## config.mk

```make
export PLATFORM = sky130hd
export DESIGN_NAME = frac_logic_cell
export DESIGN_NICKNAME = d
export VERILOG_FILES = /design/src/rtl/flc_pkg.sv /design/src/rtl/flc_cfg_regs.sv /design/src/rtl/flc_lut_core.sv /design/src/rtl/flc_reg_bank.sv /design/src/rtl/frac_logic_cell.sv
export SDC_FILE = /design/constraint.sdc
export NUM_CORES = 1
export LEC_CHECK = 0
export CORE_MARGIN = 2
export CORE_UTILIZATION = 40
export CTS_BUF_LIST = sky130_fd_sc_hd__clkbuf_8
export CTS_CLUSTER_DIAMETER = 200
export DETAILED_ROUTE_END_ITERATION = 8
export DONT_BUFFER_PORTS = 1
export PLACE_DENSITY_LB_ADDON = 0.12
export SYNTH_ARGS = -nofsm -noshare
export SYNTH_HDL_FRONTEND = slang
export SYNTH_HIERARCHICAL = 1
export SYNTH_SLANG_ARGS = --single-unit
```

## constraint.sdc

```tcl
create_clock -name clk -period 11.85 [get_ports clk]
set_input_delay 2.37 -clock clk [delete_from_list [all_inputs] [get_ports clk]]
set_output_delay 2.37 -clock clk [all_outputs]
set_load 0.1 [all_outputs]
```

## src/rtl/flc_pkg.sv

```systemverilog
package flc_pkg;

    localparam int unsigned LUT_K    = 6;
    localparam int unsigned HALF_W   = 1 << LUT_K;
    localparam int unsigned MASK_W   = 2 * HALF_W;
    localparam int unsigned NUM_REGS = 4;
    localparam int unsigned DIN_W    = 8;

    typedef enum logic [1:0] {
        MODE_NORMAL = 2'd0,
        MODE_EXT    = 2'd1,
        MODE_ARITH  = 2'd2,
        MODE_SHARED = 2'd3
    } flc_mode_e;

    typedef struct packed {
        flc_mode_e             mode;
        logic [NUM_REGS-1:0]   chain_sel;
        logic [NUM_REGS-1:0]   bypass;
    } flc_ctrl_t;

    // one-bit full adder: {carry, sum}
    function automatic logic [1:0] full_add(input logic x, input logic y, input logic z);
        return {(x & y) | (x & z) | (y & z), x ^ y ^ z};
    endfunction

endpackage

```

## src/rtl/flc_cfg_regs.sv

```systemverilog
module flc_cfg_regs
    import flc_pkg::*;
#(
    parameter int unsigned CFG_W  = 32,
    parameter int unsigned ADDR_W = 3
) (
    input  logic              clk,
    input  logic              rst_n,
    input  logic              cfg_we,
    input  logic [ADDR_W-1:0] cfg_addr,
    input  logic [CFG_W-1:0]  cfg_wdata,
    output logic [MASK_W-1:0] mask,
    output flc_ctrl_t         ctrl
);

    localparam int unsigned NWORDS = MASK_W / CFG_W;
    localparam logic [ADDR_W-1:0] CTRL_ADDR = ADDR_W'(NWORDS);
    localparam int unsigned CTRL_USED = 2 + 2 * NUM_REGS;

    typedef struct packed {
        logic [MASK_W-1:0] mask;
        flc_ctrl_t         ctrl;
    } cfg_state_t;

    cfg_state_t s_d, s_q;
    logic unused_wdata_hi;

    assign unused_wdata_hi = ^cfg_wdata[CFG_W-1:CTRL_USED];

    always_comb begin
        s_d = s_q;
        if (cfg_we) begin
            if (cfg_addr < CTRL_ADDR) begin
                s_d.mask[int'(cfg_addr)*CFG_W +: CFG_W] = cfg_wdata;
            end else if (cfg_addr == CTRL_ADDR) begin
                s_d.ctrl.mode      = flc_mode_e'(cfg_wdata[1:0]);
                s_d.ctrl.chain_sel = cfg_wdata[2 +: NUM_REGS];
                s_d.ctrl.bypass    = cfg_wdata[2+NUM_REGS +: NUM_REGS];
            end
        end
    end

    always_ff @(posedge clk or negedge rst_n) begin
        if (!rst_n) s_q <= '0;
        else        s_q <= s_d;
    end

    assign mask = s_q.mask;
    assign ctrl = s_q.ctrl;

    assert_mask_write_R1: assert property (@(posedge clk) disable iff (!rst_n)
        (cfg_we && cfg_addr < CTRL_ADDR) |=>
            s_q.mask[int'($past(cfg_addr))*CFG_W +: CFG_W] == $past(cfg_wdata));

    assert_ctrl_write_R1: assert property (@(posedge clk) disable iff (!rst_n)
        (cfg_we && cfg_addr == CTRL_ADDR) |=>
            (s_q.ctrl.mode == $past(cfg_wdata[1:0]) &&
             s_q.ctrl.bypass == $past(cfg_wdata[2+NUM_REGS +: NUM_REGS])));

endmodule

```

## src/rtl/flc_lut_core.sv

```systemverilog
module flc_lut_core
    import flc_pkg::*;
(
    input  logic [MASK_W-1:0]   mask,
    input  flc_mode_e           mode,
    input  logic [DIN_W-1:0]    din,
    input  logic                carry_in,
    input  logic                share_in,
    output logic [NUM_REGS-1:0] res,
    output logic                carry_out,
    output logic                share_out
);

    localparam int unsigned IDX_W = LUT_K;

    logic [HALF_W-1:0] lo, hi;
    logic a, b, c, d, e0, f0, e1, f1;
    logic [IDX_W-1:0] ix0, ix1, ix2, ix3;
    logic l0, l1, l2, l3;
    logic [1:0] add0, add1;
    logic leg_lo, leg_hi;

    assign lo = mask[HALF_W-1:0];
    assign hi = mask[MASK_W-1:HALF_W];
    assign {f1, e1, f0, e0, d, c, b, a} = din;

    always_comb begin
        // four small tables, wired per arithmetic flavour
        if (mode == MODE_SHARED) begin
            ix0 = {3'b000, c, b, a};
            ix1 = {3'b010, c, b, a};
            ix2 = {3'b000, f0, e0, d};
            ix3 = {3'b010, f0, e0, d};
        end else begin
            ix0 = {2'b00, e0, c, b, a};
            ix1 = {2'b01, f0, d, b, a};
            ix2 = {2'b00, e1, c, b, a};
            ix3 = {2'b01, f1, d, b, a};
        end
        l0 = lo[ix0];
        l1 = lo[ix1];
        l2 = hi[ix2];
        l3 = hi[ix3];

        if (mode == MODE_SHARED) begin
            add0 = full_add(l0, share_in, carry_in);
            add1 = full_add(l2, l1, add0[1]);
        end else begin
            add0 = full_add(l0, l1, carry_in);
            add1 = full_add(l2, l3, add0[1]);
        end

        leg_lo = lo[{1'b0, f0, d, c, b, a}];
        leg_hi = hi[{1'b0, f1, d, c, b, a}];

        res       = '0;
        carry_out = 1'b0;
        share_out = 1'b0;
        unique case (mode)
            MODE_NORMAL: begin
                res[0] = lo[{f0, e0, d, c, b, a}];
                res[1] = hi[{f1, e1, d, c, b, a}];
            end
            MODE_EXT: begin
                res[0] = e0 ? leg_hi : leg_lo;
            end
            MODE_ARITH, MODE_SHARED: begin
                res       = {add1[1], add0[1], add1[0], add0[0]};
                carry_out = add1[1];
                share_out = (mode == MODE_SHARED) ? l3 : 1'b0;
            end
            default: ;
        endcase
    end

endmodule

```

## src/rtl/flc_reg_bank.sv

```systemverilog
module flc_reg_bank
    import flc_pkg::*;
(
    input  logic                clk,
    input  logic                rst_n,
    input  logic [NUM_REGS-1:0] res,
    input  logic                chain_in,
    input  logic                ce,
    input  logic                sclr,
    input  logic                sload,
    input  logic [NUM_REGS-1:0] ld_val,
    input  logic [NUM_REGS-1:0] chain_sel,
    input  logic                ext_mode,
    output logic [NUM_REGS-1:0] q
);

    localparam int unsigned DEAD_REG = 1;

    typedef struct packed {
        logic [NUM_REGS-1:0] q;
    } bank_state_t;

    bank_state_t s_d, s_q;
    logic [NUM_REGS-1:0] prev;
    logic [NUM_REGS-1:0] dsel;

    assign prev = {s_q.q[NUM_REGS-2:0], chain_in};

    always_comb begin
        s_d = s_q;
        for (int k = 0; k < NUM_REGS; k++) begin
            dsel[k] = chain_sel[k] ? prev[k] : res[k];
            if (sclr)       s_d.q[k] = 1'b0;
            else if (sload) s_d.q[k] = ld_val[k];
            else if (ce)    s_d.q[k] = dsel[k];
        end
        if (ext_mode) s_d.q[DEAD_REG] = 1'b0;
    end

    always_ff @(posedge clk or negedge rst_n) begin
        if (!rst_n) s_q <= '0;
        else        s_q <= s_d;
    end

    assign q = s_q.q;

    assert_sync_clear_R8: assert property (@(posedge clk) disable iff (!rst_n)
        sclr |=> (q == '0));

    assert_sync_load_R9: assert property (@(posedge clk) disable iff (!rst_n)
        (sload && !sclr) |=> (q[0] == $past(ld_val[0]) && q[NUM_REGS-1] == $past(ld_val[NUM_REGS-1])));

    assert_hold_R10: assert property (@(posedge clk) disable iff (!rst_n)
        (!ce && !sclr && !sload) |=> $stable(q[0]));

    assert_chain_capture_R11: assert property (@(posedge clk) disable iff (!rst_n)
        (ce && !sclr && !sload && chain_sel[0]) |=> (q[0] == $past(chain_in)));

    assert_ext_dead_reg_R4: assert property (@(posedge clk) disable iff (!rst_n)
        ext_mode |=> !q[DEAD_REG]);

endmodule

```

## src/rtl/frac_logic_cell.sv

```systemverilog
module frac_logic_cell
    import flc_pkg::*;
#(
    parameter int unsigned CFG_W  = 32,
    parameter int unsigned ADDR_W = 3
) (
    input  logic                clk,
    input  logic                rst_n,
    input  logic                cfg_we,
    input  logic [ADDR_W-1:0]   cfg_addr,
    input  logic [CFG_W-1:0]    cfg_wdata,
    input  logic [DIN_W-1:0]    din,
    input  logic                carry_in,
    input  logic                share_in,
    input  logic                chain_in,
    input  logic                ce,
    input  logic                sclr,
    input  logic                sload,
    input  logic [NUM_REGS-1:0] ld_val,
    output logic [NUM_REGS-1:0] res,
    output logic [NUM_REGS-1:0] q,
    output logic [NUM_REGS-1:0] dout,
    output logic                carry_out,
    output logic                share_out,
    output logic                chain_out
);

    logic [MASK_W-1:0] mask;
    flc_ctrl_t         ctrl;

    flc_cfg_regs #(.CFG_W(CFG_W), .ADDR_W(ADDR_W)) u_cfg (
        .clk       (clk),
        .rst_n     (rst_n),
        .cfg_we    (cfg_we),
        .cfg_addr  (cfg_addr),
        .cfg_wdata (cfg_wdata),
        .mask      (mask),
        .ctrl      (ctrl)
    );

    flc_lut_core u_core (
        .mask      (mask),
        .mode      (ctrl.mode),
        .din       (din),
        .carry_in  (carry_in),
        .share_in  (share_in),
        .res       (res),
        .carry_out (carry_out),
        .share_out (share_out)
    );

    flc_reg_bank u_regs (
        .clk       (clk),
        .rst_n     (rst_n),
        .res       (res),
        .chain_in  (chain_in),
        .ce        (ce),
        .sclr      (sclr),
        .sload     (sload),
        .ld_val    (ld_val),
        .chain_sel (ctrl.chain_sel),
        .ext_mode  (ctrl.mode == MODE_EXT),
        .q         (q)
    );

    for (genvar k = 0; k < NUM_REGS; k++) begin : g_out
        assign dout[k] = ctrl.bypass[k] ? res[k] : q[k];
    end

    assign chain_out = q[NUM_REGS-1];

    assert_quiet_chains_R7: assert property (@(posedge clk) disable iff (!rst_n)
        (ctrl.mode inside {MODE_NORMAL, MODE_EXT}) |-> (!carry_out && !share_out));

    assert_no_share_arith_R7: assert property (@(posedge clk) disable iff (!rst_n)
        (ctrl.mode == MODE_ARITH) |-> !share_out);

endmodule

```

## After elaboration in Yosys (flattened, before gate mapping)

Cells that the tools add are included.

- Logic and storage cells: 107
- Output and inout port bits: 15
- Bits in registers: 142

- $add $sub $neg: 1
- Magnitude comparators: 9
- Equal/unequal tests: 4
- Reductions and logical operators: 6
- Bitwise gates (word level): 28
- Multiplexer cells: 51
- Shift operators: 2

Operators by type and width:

| kind | number |
|---|---|
| bitwise mux 128 bit | 1 |
| variable shift 32 x 34 -> 128 bit, first input constant | 1 |
| variable part select 32 x 34 -> 128 bit | 1 |
| binary-select mux 1 bit (select 6 bit) | 6 |
| negator 8 -> 34 bit | 1 |
| two-way mux 1 bit | 33 |
| less-than comparator 5 x 7 -> 1 bit, second input constant | 4 |
| two-way mux 4 bit | 4 |
| less-than comparator 4 x 7 -> 1 bit, second input constant | 2 |
| less-than comparator 6 x 7 -> 1 bit, second input constant | 2 |
| bitwise AND 1 bit | 11 |
| binary-select mux 1 bit (select 5 bit) | 2 |
| OR 1 bit | 8 |
| XOR 1 bit | 8 |
| two-way mux 2 bit | 3 |
| equality test 2 bit, second input constant | 2 |
| nonzero test 4 bit | 1 |
| equality test 3 bit, second input constant | 1 |
| less-than comparator 3 bit, second input constant | 1 |
| case mux 1 bit (3 select lines) | 1 |
| AND reduction 3 bit | 1 |
| nonzero test 3 bit | 1 |
| equality test 2 x 1 -> 1 bit, second input constant | 1 |
| zero test 2 bit | 1 |
| 4 further kinds | 4 |

## Depth between registers and ports, before layout

- Depth after elaboration: 17
- Depth in mapped cells: 16

## Cells and area by module

The synthesis kept the hierarchy.

Modules (own cells, without submodules):

| module | cells each | sequential area each (sq um) | instances | area an instance (sq um) |
|---|---|---|---|---|
| flc_cfg_regs | 315 | 3,453.3 | 1 | 5,626.6 |
| flc_lut_core | 183 | 0.0 | 1 | 2,037.0 |
| flc_reg_bank | 26 | 100.1 | 1 | 251.5 |
| frac_logic_cell | 6 | 0.0 | 1 | 73.8 |

## Worst setup path before layout

No wires, ideal clock.

- Path kind: in2out
- Start point: input port din[1]
- End point: output port dout[2]
- Path slack: 2,992 ps
- Required time: 9,480 ps
- Cell stages on the path: 8
- Data arrival time: 6,488 ps
- Cell sequence: buf_6 > mux4_2 > mux2i_1 > a32o_1 > o31ai_2 > nand2_1 > a21boi_0 > mux2_4

- Longest elaborated chain between the ends: 9
- Elaborated cells on any way between the ends: 17
- Those cells by class: 9 x mux; 8 x bitwise

Ends and longest elaborated chain:

| item | RTL line | RTL |
|---|---|---|
| start: declaration | frac_logic_cell.sv:12 | `input logic [DIN_W-1:0] din,` |
| two-way mux 4 bit | flc_lut_core.sv:29 | `if (mode == MODE_SHARED) begin` |
| binary-select mux 1 bit (select 6 bit), on equally long branches | flc_lut_core.sv:40, flc_lut_core.sv:41 |  |
| two-way mux 1 bit, on equally long branches | flc_lut_core.sv:40, flc_lut_core.sv:41 |  |
| bitwise AND 1 bit | flc_pkg.sv:24 | `return {(x & y) \| (x & z) \| (y & z), x ^ y ^ z};` |
| OR 1 bit (2 in series) | flc_pkg.sv:24 |  |
| two-way mux 2 bit (*) | flc_lut_core.sv:45 | `if (mode == MODE_SHARED) begin` |
| two-way mux 2 bit (*) | flc_lut_core.sv:59 | `unique case (mode)` |
| via res[2] | frac_logic_cell.sv:20 | `output logic [NUM_REGS-1:0] res,` |
| two-way mux 1 bit (*) | frac_logic_cell.sv:67 | `assign dout[k] = ctrl.bypass[k] ? res[k] : q[k];` |
| end: declaration | frac_logic_cell.sv:22 | `output logic [NUM_REGS-1:0] dout,` |

The timed path passes the listed nets; every way through them passes the cells marked *. The select of a mux whose other input is x is not followed.

## Worst setup path after layout

- Start point: input port din[5]
- End point: output port dout[1]

- Longest elaborated chain between the ends: 10
- Elaborated cells on any way between the ends: 20
- Those cells by class: 12 x mux; 8 x bitwise

Ends and longest elaborated chain:

| item | RTL line | RTL |
|---|---|---|
| two-way mux 4 bit | flc_lut_core.sv:29 |  |
| binary-select mux 1 bit (select 6 bit) | flc_lut_core.sv:41 | `l1 = lo[ix1];` |
| two-way mux 1 bit (not written as such) | flc_lut_core.sv:41 |  |
| bitwise AND 1 bit | flc_pkg.sv:24 |  |
| OR 1 bit (2 in series) | flc_pkg.sv:24 |  |
| XOR 1 bit | flc_pkg.sv:24 |  |
| two-way mux 2 bit (*) | flc_lut_core.sv:45 |  |
| case mux 1 bit (2 select lines) (*) | flc_lut_core.sv:59 |  |
| via res[1] | frac_logic_cell.sv:20 |  |
| two-way mux 1 bit (*) | frac_logic_cell.sv:67 |  |

Marked as above.

==> metrics.yaml <==
logic_synthesis:
  synth_top_cell_by_area: "dfrtp_1"
  async_reset_ff_share_pct: 100
  avgSynthCellArea_sq_um: 15.1
  synth_top_area_share_pct: 44.5
  ys_ff_latch: 142
  yosys-top-cells-count: "142 x dfrtp_1, 82 x mux2_2, 69 x mux2_4"
  syn_nets: 590
  yosysMostFrequentCell: "dfrtp_1"
  yosys-top-cells-area: "dfrtp_1 44%, mux2_4 13%, mux2_2 12%, mux4_2 11%, mux2i_1 4.9%"
  synth_seq_area_share_pct: 44.5
  synth_area_sq_mm: 0.00799
  synthFlopType: "dfrtp_1"
  synth_edf_count: 0
  synth_cell_types: 61
  synth.yosys.warnings: 6
  syn_inst: 530
global_routing:
  gr-total-overflow: 0
  grt.total_usage_pct: 18.3
  antenna_found_initial: 0
  grt_pass1_vias: 4711
  grt_max_degree: 143
  grt_pass1_wl_mm: 29.3
sta:
  grt_setup_unrepaired: "false"
  whs_ps: 504
  finalHoldViolations: 0
  fin_crit_ps: 8130
  fin_crit_sh_pct: 68.6
  fin_setup_tns_ps: 0
  final_max_slew_viol_count: 0
  skew_ps: 15.4
  finalSetupViolCount: 0
  max_slew.worst_pin.slew_ps: 1170
  max_freq_mhz: 123
  fin_ws_ps: 3720
  maxSlewHeadroom_pct: 22.0
die:
  dieArea_sq_mm: 0.0211
  die_y_um: 145
  start_util_pct: 40.9
  fp.dieW_um: 145
  io-pin-count: 71
  std_cell_rows: 51
  coreArea_sq_mm: 0.0195
worst_setup_path:
  crit_fanout: 10
  end_kind: "output pin"
  worstPathArrival_ps: 5760
  path_class: "input port to output pin"
  cp_data_required_time_ps: 9480
  start_kind: "input port"
run:
  max-cap-violations: 0
pwr:
  p_clk_share_pct: 28.2
  ir_worst_vdd_mv: 0.0661
  internal_power_mw: 1.05
  seqPwrFrac_pct: 45.4
  p_per_area_mw_per_mm2: 177
  p_sw_share_pct: 29.6
  p_leak_nw: 3.77
  switchingPower_mw: 0.443
  combPwrFrac_pct: 26.4
routing:
  viasPerCell: 5.54
  drt-initial-drc-count: 290
  vias: 4388
  wl_mm: 18.6
  dr.pass1.iters: 4
  postRouteAntennaNets: 0
  drc_errors: 0
  wl_per_cell_um: 23.5
clock_tree:
  cts_tree: "done"
  ctsResizeCount: 0
  holdBufCountCts: 0
  cts_buffer_depth: 2
  cts_post_setup_buffers_inserted: 0
  insertion_delay_ps: 450
  clkTransAtPathRegs_ps: 70
  cts_made_buffers: 17
  cts_sinks: 142
  htree_levels: 4
  clockRootBuffer: "clkbuf_8"
cells_and_area:
  area_growth_pct: 5.94
  num-fill-cells: 1802
  layout-drive-gt1-share_pct: 48.2
  final_area_sq_mm: 0.00846
  regArea_sq_mm: 0.00355
  nets: 576
  multi_input_area_sq_mm: 0.00409
  diodes: 0
  final_cells: 792
placed_design:
  pre_cts_ws_ps: 3720
  dp_hpwl_mm: 12.8
  gp_congestion: 0.826
  port_buffers: 0
  dp_cells: 762
  placed_area_sq_mm: 0.00804
hold_path:
  min_path_type: "flip-flop to flip-flop"
status:
  status: "finished, final reports clean"
[kinds of logic (layout without fill, tap and decap cells)]
logic type / Yosys count / in the layout / share of synthesized area (%)
multiplexers: 232 / 232 / 41.0
AO/OA/AOI/OAI: 35 / 35 / 3.56
XOR/XNOR: 2 / 2 / 0.219
AND/OR/NAND/NOR: 68 / 68 / 5.15
buffers and inverters: 46 / 43 / 4.60
adder cells (fa/ha/maj): 5 / 5 / 0.940
flip-flops: 142 / 142 / 44.5
[cells in the final DEF, fill, tap and decap left out, types with 2 or more instances in the layout]
| cell | n |
|---|---|
| dfrtp_1 | 141 |
| mux2_2 | 82 |
| mux2_4 | 69 |
| mux2i_1 | 39 |
| mux4_2 | 38 |
| clkbuf_8 | 19 |
| nand2_1 | 15 |
| nor2_1 | 13 |
| inv_1 | 9 |
| nor2b_1 | 7 |
| a21oi_1 | 6 |
| and2b_4 | 5 |
| bufinv_16 | 4 |
| buf_4 | 4 |
| and2b_2 | 4 |
| nand3b_1 | 4 |
| nand3_1 | 3 |
| o21ai_0 | 3 |
| a211o_1 | 3 |
| clkinv_2 | 2 |
| clkinvlp_4 | 2 |
| and3_2 | 2 |
| ha_1 | 2 |
| and2_1 | 2 |
| a22o_1 | 2 |
| o31ai_2 | 2 |
| xnor2_1 | 2 |
| a311oi_1 | 2 |
| a22oi_1 | 2 |
| fa_1 | 2 |
[area by class of cell]
type	count	area share, %
inverter	9	0.399
clock inverter	11	1.97
sequential	142	42.0
multi-input combinational	342	48.3
clock buffer	19	3.09
timing repair buffer	4	0.355
tap	265	3.92
[worst max-delay path: stages]
cell	delay, ps
and3_1	170
a21oi_4	320
mux2i_1	230
mux2i_1	90
mux2_2	290
o21ai_1	270
fa_1	460
o21ai_0	170
a22o_1	870
mux2_4	510
[path summary, 6_finish.rpt]
check / slack [ps] / depth (start not counted) / start / end
setup / recovery: 3720 / 10 / din[5] / dout[1]
hold / removal: 500 / 1 / u_cfg/mask[102]$_DFFE_PN0P_ / u_cfg/mask[102]$_DFFE_PN0P_
setup reg to reg: 7290 / 13 / u_cfg/ctrl[8]$_DFFE_PN0P_ / u_regs/q[1]$_DFFE_PN0P_
hold reg to reg: 500 / 1 / u_cfg/mask[102]$_DFFE_PN0P_ / u_cfg/mask[102]$_DFFE_PN0P_
max in group asynchronous: 9980 / 0 / rst_n / u_cfg/mask[2]$_DFFE_PN0P_
min in group asynchronous: 1620 / 0 / rst_n / u_cfg/mask[125]$_DFFE_PN0P_
[stage by stage]
| step | utilization (%) | total power, mW |
|---|---|---|
| final | 43.3 | 1.50 |
| after global routing | 43.3 | 1.57 |
| after CTS | 43.3 | 1.51 |
| after detailed placement | 41.2 | 1.08 |
| after global placement | 41.2 | 1.07 |
| after floorplan | - | 1.02 |
[power groups by stage]
stage | registers, mW | clock network [mW] | logic [mW]
after floorplan | 0.653 | 0 | 0.362
after global placement | 0.684 | 0 | 0.388
after detailed placement | 0.687 | 0 | 0.396
after CTS | 0.678 | 0.437 | 0.398
after global routing | 0.696 | 0.457 | 0.419
final | 0.679 | 0.423 | 0.395
[sequential cells by signal (all words and copies together), names as in the netlist]
| register | flops |
|---|---|
| u_regs/q | 4 |
| u_cfg/ctrl | 10 |
| u_cfg/mask | 128 |
[layer usage]
layer | part of all wire, % | GRT usage [%]
met1 | 48 | 26.4
met3 | 7.2 | 6.10
met5 | 0 | 0
met2 | 43 | 26.8
met4 | 1.3 | 4.66
Power figures use the tool's default switching activity.
